### config.mk
export PLATFORM = sky130hd
export DESIGN_NAME = wdt_rstctl
export DESIGN_NICKNAME = d
export VERILOG_FILES = /design/src/rtl/wdt_pkg.sv /design/src/rtl/wdt_regs.sv /design/src/rtl/wdt_counter.sv /design/src/rtl/wdt_pulse.sv /design/src/rtl/wdt_rstctl.sv
export SDC_FILE = /design/constraint.sdc
export NUM_CORES = 1
export LEC_CHECK = 0
export ABC_AREA = 1
export BUFFER_PORTS_ARGS = -buffer_cell sky130_fd_sc_hd__buf_2
export CAP_MARGIN = 20
export CORE_ASPECT_RATIO = 1.25
export CORE_MARGIN = 4
export CORE_UTILIZATION = 43
export DETAILED_ROUTE_END_ITERATION = 8
export PLACE_DENSITY = 0.64
export SLEW_MARGIN = 20
export SYNTH_ARGS = -nofsm -noshare
export SYNTH_HDL_FRONTEND = slang
export SYNTH_SLANG_ARGS = --single-unit
### constraint.sdc
create_clock -name clk -period 2.3 [get_ports clk]
set_input_delay 0.345 -clock clk [delete_from_list [all_inputs] [get_ports clk]]
set_output_delay 0.345 -clock clk [all_outputs]
set_load 0.01 [all_outputs]
### src/rtl/wdt_pkg.sv
package wdt_pkg;
  localparam int CNT_W    = 8;
  localparam int OVF_LEN  = 128;
  localparam int RST_LEN  = 512;
  localparam int ADDR_W   = 2;
  localparam int DATA_W   = 16;

  localparam logic [7:0] KEY_CTRL = 8'hA5;
  localparam logic [7:0] KEY_LOAD = 8'h5A;

  localparam int BIT_MODE = 6;
  localparam int BIT_EN   = 5;
  localparam int BIT_FLAG = 7;
  localparam int BIT_RSTE = 6;
  localparam int BIT_TYPE = 5;

  localparam logic [ADDR_W-1:0] OFS_TCTL = 2'd0;
  localparam logic [ADDR_W-1:0] OFS_CNT  = 2'd1;
  localparam logic [ADDR_W-1:0] OFS_RCTL = 2'd2;
  localparam logic [ADDR_W-1:0] OFS_RRD  = 2'd3;

  typedef struct packed {
    logic mode;
    logic en;
  } tctl_t;

  typedef struct packed {
    logic flag;
    logic rste;
    logic sel_man;
  } rctl_t;
endpackage

### src/rtl/wdt_regs.sv
module wdt_regs
  import wdt_pkg::*;
(
  input  logic              clk,
  input  logic              rst_n,
  input  logic              wr_en,
  input  logic [ADDR_W-1:0] addr,
  input  logic [DATA_W-1:0] wr_data,
  input  logic              ovf_evt,
  output tctl_t             tctl,
  output rctl_t             rctl,
  output logic              cnt_ld,
  output logic [CNT_W-1:0]  cnt_ld_val
);
  logic [7:0] key;
  logic [7:0] dat;
  logic       key_ctrl, key_load;
  logic       sel_t, sel_r;
  tctl_t      tctl_nxt;
  rctl_t      rctl_nxt;
  logic       tctl_we, rctl_we;

  assign key        = wr_data[DATA_W-1:8];
  assign dat        = wr_data[7:0];
  assign key_ctrl   = (key == KEY_CTRL);
  assign key_load   = (key == KEY_LOAD);
  assign sel_t      = wr_en && (addr == OFS_TCTL);
  assign sel_r      = wr_en && (addr == OFS_RCTL);
  assign cnt_ld     = sel_t && key_load;
  assign cnt_ld_val = dat[CNT_W-1:0];

  always_comb begin
    tctl_nxt = tctl;
    tctl_we  = 1'b0;
    if (sel_t && key_ctrl) begin
      tctl_nxt.mode = dat[BIT_MODE];
      tctl_nxt.en   = dat[BIT_EN];
      tctl_we       = 1'b1;
    end
  end

  always_comb begin
    rctl_nxt = rctl;
    rctl_we  = 1'b0;
    if (sel_r && key_load) begin
      rctl_nxt.rste    = dat[BIT_RSTE];
      rctl_nxt.sel_man = dat[BIT_TYPE];
      rctl_we          = 1'b1;
    end
    if (sel_r && key_ctrl && (dat == 8'h00)) begin
      rctl_nxt.flag = 1'b0;
      rctl_we       = 1'b1;
    end
    if (ovf_evt) begin
      rctl_nxt.flag = 1'b1;
      rctl_we       = 1'b1;
    end
  end

  always_ff @(posedge clk or negedge rst_n) begin
    if (!rst_n) begin
      tctl <= '0;
    end else if (tctl_we) begin
      tctl <= tctl_nxt;
    end
  end

  always_ff @(posedge clk or negedge rst_n) begin
    if (!rst_n) begin
      rctl <= '0;
    end else if (rctl_we) begin
      rctl <= rctl_nxt;
    end
  end
endmodule

### src/rtl/wdt_counter.sv
module wdt_counter #(
  parameter int W = 8
) (
  input  logic         clk,
  input  logic         rst_n,
  input  logic         en,
  input  logic         tick,
  input  logic         ld,
  input  logic [W-1:0] ld_val,
  output logic [W-1:0] cnt,
  output logic         wrap
);
  localparam logic [W-1:0] TOP = {W{1'b1}};
  logic [W-1:0] cnt_nxt;
  logic         cnt_we;

  assign wrap = en && tick && !ld && (cnt == TOP);

  always_comb begin
    cnt_nxt = cnt;
    cnt_we  = 1'b0;
    if (ld) begin
      cnt_nxt = ld_val;
      cnt_we  = 1'b1;
    end else if (en && tick) begin
      cnt_nxt = cnt + 1'b1;
      cnt_we  = 1'b1;
    end
  end

  always_ff @(posedge clk or negedge rst_n) begin
    if (!rst_n) begin
      cnt <= '0;
    end else if (cnt_we) begin
      cnt <= cnt_nxt;
    end
  end
endmodule

### src/rtl/wdt_pulse.sv
module wdt_pulse #(
  parameter int LEN = 128
) (
  input  logic clk,
  input  logic rst_n,
  input  logic start,
  output logic active
);
  localparam int CW = $clog2(LEN + 1);
  localparam logic [CW-1:0] LEN_V = CW'(LEN);
  logic [CW-1:0] left, left_nxt;
  logic          left_we;

  always_comb begin
    left_nxt = left;
    left_we  = 1'b0;
    if (start) begin
      left_nxt = LEN_V;
      left_we  = 1'b1;
    end else if (left != '0) begin
      left_nxt = left - 1'b1;
      left_we  = 1'b1;
    end
  end

  always_ff @(posedge clk or negedge rst_n) begin
    if (!rst_n) begin
      left <= '0;
    end else if (left_we) begin
      left <= left_nxt;
    end
  end

  assign active = (left != '0);
endmodule

### src/rtl/wdt_rstctl.sv
module wdt_rstctl
  import wdt_pkg::*;
(
  input  logic              clk,
  input  logic              rst_n,
  input  logic              tick,
  input  logic              wr_en,
  input  logic [ADDR_W-1:0] addr,
  input  logic [DATA_W-1:0] wr_data,
  output logic [7:0]        rd_data,
  output logic              wdt_ovf,
  output logic              int_rst_por,
  output logic              int_rst_man
);
  logic [1:0]       rst_sync;
  logic             rst_core_n;
  tctl_t            tctl;
  rctl_t            rctl;
  logic             cnt_ld;
  logic [CNT_W-1:0] cnt_ld_val;
  logic [CNT_W-1:0] cnt;
  logic             wrap;
  logic             ovf_evt;
  logic             rst_start;
  logic             rst_active;
  logic             type_man, type_man_nxt;

  always_ff @(posedge clk or negedge rst_n) begin
    if (!rst_n) begin
      rst_sync <= 2'b00;
    end else begin
      rst_sync <= {rst_sync[0], 1'b1};
    end
  end
  assign rst_core_n = rst_sync[1];

  wdt_regs u_regs (
    .clk        (clk),
    .rst_n      (rst_core_n),
    .wr_en      (wr_en),
    .addr       (addr),
    .wr_data    (wr_data),
    .ovf_evt    (ovf_evt),
    .tctl       (tctl),
    .rctl       (rctl),
    .cnt_ld     (cnt_ld),
    .cnt_ld_val (cnt_ld_val)
  );

  wdt_counter #(.W(CNT_W)) u_cnt (
    .clk    (clk),
    .rst_n  (rst_core_n),
    .en     (tctl.en),
    .tick   (tick),
    .ld     (cnt_ld),
    .ld_val (cnt_ld_val),
    .cnt    (cnt),
    .wrap   (wrap)
  );

  assign ovf_evt   = wrap && tctl.mode;
  assign rst_start = ovf_evt && rctl.rste;

  wdt_pulse #(.LEN(OVF_LEN)) u_ovf_pulse (
    .clk    (clk),
    .rst_n  (rst_core_n),
    .start  (ovf_evt),
    .active (wdt_ovf)
  );

  wdt_pulse #(.LEN(RST_LEN)) u_rst_pulse (
    .clk    (clk),
    .rst_n  (rst_core_n),
    .start  (rst_start),
    .active (rst_active)
  );

  always_comb begin
    type_man_nxt = type_man;
    if (rst_start) type_man_nxt = rctl.sel_man;
  end

  always_ff @(posedge clk or negedge rst_core_n) begin
    if (!rst_core_n) begin
      type_man <= 1'b0;
    end else if (rst_start) begin
      type_man <= type_man_nxt;
    end
  end

  assign int_rst_por = rst_active && !type_man;
  assign int_rst_man = rst_active && type_man;

  always_comb begin
    rd_data = 8'h00;
    case (addr)
      OFS_TCTL: begin
        rd_data[BIT_MODE] = tctl.mode;
        rd_data[BIT_EN]   = tctl.en;
      end
      OFS_CNT: rd_data = cnt;
      OFS_RRD: begin
        rd_data[BIT_FLAG] = rctl.flag;
        rd_data[BIT_RSTE] = rctl.rste;
        rd_data[BIT_TYPE] = rctl.sel_man;
      end
      default: rd_data = 8'h00;
    endcase
  end
endmodule

# Word-level counts from Yosys, hierarchy flattened
# Index checks and enable logic that the tools add are counted.
dict set report word_totals {
  inputBits 22
  word_cells 70
  output_inout_bits 11
  register_bits 34
}
dict set report op_classes {
  n_reduce_logical 30
  n_mux 21
  eq_ne 6
  addsub 3
}
# operator n
set ops {}
lappend ops {{2-to-1 mux 8 bit} 4}
lappend ops {{2-to-1 mux 10 bit} 2}
lappend ops {{equality test 8 bit, second input constant} 2}
lappend ops {{logical AND 1 bit} 14}
lappend ops {{2-to-1 mux 1 bit} 12}
lappend ops {{AND reduction 2 bit} 6}
lappend ops {{nonzero test 10 bit} 1}
lappend ops {{subtractor 10 x 1 -> 10 bit, second input constant} 1}
lappend ops {{adder 8 x 1 -> 8 bit, second input constant} 1}
lappend ops {{equality test 8 x 7 -> 1 bit, second input constant} 1}
lappend ops {{zero test 8 bit} 1}
lappend ops {{nonzero test 2 bit} 4}
lappend ops {{nonzero test 8 bit} 1}
lappend ops {{subtractor 8 x 1 -> 8 bit, second input constant} 1}
lappend ops {{case mux 2 bit (3 select lines)} 1}
lappend ops {{2-to-1 mux 5 bit} 1}
lappend ops {{equality test 2 bit, second input constant} 2}
lappend ops {{equality test 2 x 1 -> 1 bit, second input constant} 1}
lappend ops {{zero test 1 bit} 2}
lappend ops {{zero test 2 bit} 1}
lappend ops {{case mux 1 bit (2 select lines)} 1}

# Depth between registers and ports, before layout
dict set report depth {
  word_depth 10
  ltp_mapped 10
}

# Hierarchy
# From an unflattened synthesis, not the netlist that was laid out.
dict set report hier_totals {
  hier_cells 315
  hier_area_um2 2352.3
}
# module instances cells_per_inst area_each_um2 seq_area_each_um2
set by_module_without_submodules {}
lappend by_module_without_submodules {{wdt_pulse at u_rst_pulse} 1 78 604.3 250.2}
lappend by_module_without_submodules {wdt_counter 1 80 591.8 200.2}
lappend by_module_without_submodules {{wdt_pulse at u_ovf_pulse} 1 61 496.7 200.2}
lappend by_module_without_submodules {wdt_regs 1 56 401.6 125.1}
lappend by_module_without_submodules {wdt_rstctl 1 40 257.7 75.1}

# Worst setup path before layout
# OpenSTA, ideal clock, no wires.
dict set report synth_timing {
  kind {register to output}
  startpoint {register u_rst_pulse.left[0]}
  endpoint {output port int_rst_man}
  required_time_ns 1.955
  stages_incl_launch_ff 8
  arrival_ns 1.173
  slack_ns 0.782
  path_cell_list {dfrtp_1 inv_1 ha_1 nand3_2 nor2_2 nand2_2 inv_2 nor2_1}
}
dict set report synth_via {
  elab_chain_cells 2
}
# item line
set synth_rtl {}
lappend synth_rtl {{start, declared} wdt_pulse.sv:11} ;# logic [CW-1:0] left, left_nxt;
lappend synth_rtl {{start signal, assigned} wdt_pulse.sv:30} ;# left <= left_nxt;
lappend synth_rtl {{nonzero test 10 bit} wdt_pulse.sv:34} ;# assign active = (left != '0);
lappend synth_rtl {{logical AND 1 bit} wdt_rstctl.sv:92} ;# assign int_rst_man = rst_active && type_man;
lappend synth_rtl {{end, declared} wdt_rstctl.sv:13} ;# output logic int_rst_man
# No other way between the ends.

# Final worst setup path
dict set report layout_timing {
  startpoint {register u_rst_pulse.left[0]}
  endpoint {output port int_rst_por}
}
dict set report layout_via {
  elab_chain_cells 2
}
# item line
set layout_rtl {}
lappend layout_rtl {{nonzero test 10 bit} wdt_pulse.sv:34}
lappend layout_rtl {{logical AND 1 bit} wdt_rstctl.sv:91} ;# assign int_rst_por = rst_active && !type_man;
lappend layout_rtl {{end, declared} wdt_rstctl.sv:12} ;# output logic int_rst_por,
# No other way between the ends.

==> results.md <==
* Detail Route Antenna Nets at 0
* Hold Path Class: register to asynchronous set/reset pin
* Antenna violations before repair at 0
* CP required at 1.96 ns
* CP startpoint: u_rst_pulse.left[0]$_DFFE_PN0P_
* VDD IR max at 309.6 uV
* Min Tclk post-route at 2.029 ns
* CTS HTree Levels at 2
* HPWL Detailed at 3463 um
* Clock tree sinks at 34
* Die Width at 70.67 um
* Placed Cells at 394
* Vias per cell at 4.720
* Routed WL at 4451 um
* Synth-to-layout area growth at 16.12%
* Post-CTS Hold Fix Bufs at 1
* Pleak at 0.001410 uW
* Die Area at 0.006101 mm^2
* Cells after Synth at 303
* Setup violations, final at 0
* Clock skew at 0.005818 ns
* Non-filler cells, final at 403
* Cell family with most CP delay: simple AND/OR/NAND/NOR gates
* RD Place Congestion at 0.8865
* GRT Residual Overflow at 0
* PD cells at 506.9 mW/mm^2
* Final Hold Vio Count at 0
* Status: completed
* Crit end category: output pin
* Synth warn at 0
* Fin area at 0.002451 mm^2
* PostCTS Resize Cnt at 0
* Total Routing Usage GR at 16.60%
* TritonRoute pass-1 iters at 4
* # port buffers at 32
* Layout cells sized above 1 at 17.20%
* Buffers and inverters on the worst path at 3
* DR WL/cell at 11.04 um
* TritonCTS buffer count at 5
* Crit path cell chain: inv_1, ha_1, nand3_2, nor2_2, nand2_2, inv_2, nor2_1, buf_2
* CTS max path bufs at 2
* Synth Cell Area at 0.002111 mm^2
* WP data arrival at 1.68 ns
* Yosys cell types at 25
* Syn_area_per_cell at 6.966 um^2
* CP peak stage delay at 0.38 ns
* First DRT Iteration DRCs at 54
* Worst r2r src: u_cnt.cnt[1]$_DFFE_PN0P_
* Starting Density at 44.63%
* Ports at 33
* Largest net degree at the start of global routing at 33
* Vias at 1,902
* Register area share after synthesis at 40.31%
* Vias in the first global route at 1,874
* Overall Power at 1243 uW
* CTS clock-pin slew for the worst setup and hold paths at 0.07 ns
* Antenna diode count at 0
* Peak Freq at 492.8 MHz
* CTS tree: yes
* Worst Setup Path Type: register to output pin
* NumNets Final at 368
* Clk Latency, worst-skew pair at 0.29 ns
* Crit-path slowest cell: dfrtp_1
* Post-route DRC at 0
* Critical Path Fanout Max at 9
* Synthesis-stage register bit count at 34
* Element type at the critical path start: register
* TNS Setup at 0 ns
* DP Area at 0.002331 mm^2
* First-pass GRT wire length at 8045 um
* RSZ-0062 raised after global routing: no
* Num rows at 28
* Final core occ at 51.83%
* Post-CTS Setup Bufs at 0
* Die Y at 86.33 um
* Post-Syn Nets at 329
* Core area at 0.004730 mm^2
* Part of the cycle the worst path needs at 88.22%
* CTS root buf: clkbuf_8
* Max-slew violation count at 0
* Number of max-cap violations at 0
## power breakdown
part | switching (uW) | internal, uW
Sequential | 8.83 | 606
Clock | 226 | 323
Combinational | 47.2 | 30.5
Total | 282 | 960
## cell type report
class | instances | area, um^2
Sequential cell | 34 | 850.8
Clock buffer | 6 | 72.57
Inverter | 56 | 210.2
Multi-Input combinational cell | 211 | 1027
Tap cell | 60 | 75.07
Timing Repair Buffer | 34 | 177.7
Clock inverter | 2 | 37.54
Fill cell | 495 | 2278
## state kept, by name, summed over array words and instances, names as in the netlist
register	cells
u_regs.tctl	2
u_ovf_pulse.left	8
u_rst_pulse.left	10
u_regs.rctl	3
u_cnt.cnt	8
rst_sync	2
type_man	1
## final timing paths
path / end / slack [ns] / cells after the start
worst max register to register: u_rst_pulse.left[7]$_DFFE_PN0P_ / 0.70 / 6
worst max-delay path: int_rst_por / 0.27 / 8
worst min-delay path: u_ovf_pulse.left[1]$_DFFE_PN0P_ / 0.26 / 1
min in group clk: u_cnt.cnt[2]$_DFFE_PN0P_ / 0.29 / 3
worst min register to register: u_ovf_pulse.left[1]$_DFFE_PN0P_ / 0.26 / 1
max in group asynchronous: u_rst_pulse.left[2]$_DFFE_PN0P_ / 1.73 / 1
## synth_stat cells
library cell  count  area share (%)
nor3_1            2            0.47
o21ai_0          13             3.1
inv_1            52             9.2
o21ai_1           1            0.24
nor2_1           52             9.2
nand4_2           3             1.8
nor3b_2           1            0.59
dfrtp_1          34              40
ha_1              4             2.4
nand3_2           4             1.9
nand4_1           2            0.59
nand3_1          20             4.7
inv_2             4            0.71
nor2_2            2            0.59
buf_6             2             1.1
nand2_2           2            0.59
a21oi_1           4            0.95
nand3_4           1            0.83
nand3b_1          1            0.36
or2_2             1            0.30
conb_1            1            0.18
xor2_1            8             3.3
o211ai_1          2            0.71
nor2_4            1            0.53
nand2_1          86              15
## cell families after synthesis
logic type,Yosys count,synth area share (%)
other,1,0.1777
xor gates and xnor gates,8,3.320
AOI/OAI and AO/OA,20,4.979
and+or+nand+nor,178,37.82
buffers and inverters,58,11.03
DFF,34,40.31
adders and majority gates,4,2.371
## layer usage
metal | GRT usage (%) | part of all wire (%) | vias up
met1 | 18.69 | 42 | 858
met5 | 0 | 0 | -
met2 | 30.15 | 52 | 38
met4 | 7.692 | 2.0 | 0
met3 | 3.132 | 4.0 | 5
li1 | - | - | 1001
## cells in the final DEF, fill, tap and decap left out, types with 5 or more instances in the layout
master / synthesis / routed
buf_2: 0 / 32
clkbuf_8: 0 / 5
dfrtp_1: 34 / 34
inv_1: 52 / 52
nand2_1: 86 / 86
nand3_1: 20 / 20
nor2_1: 52 / 52
o21ai_0: 13 / 13
xor2_1: 8 / 8
## through the flow
stage	hold slack (ns)	setup WS [ns]
final	0.2625	0.2708
after global routing	0.3200	0.1206
after CTS	0.2858	0.2462
after detailed placement	0.1324	0.5722
after global placement	0.1304	0.6001
after floorplan	0.04941	0.7818
(Power assumes the default switching activity.)
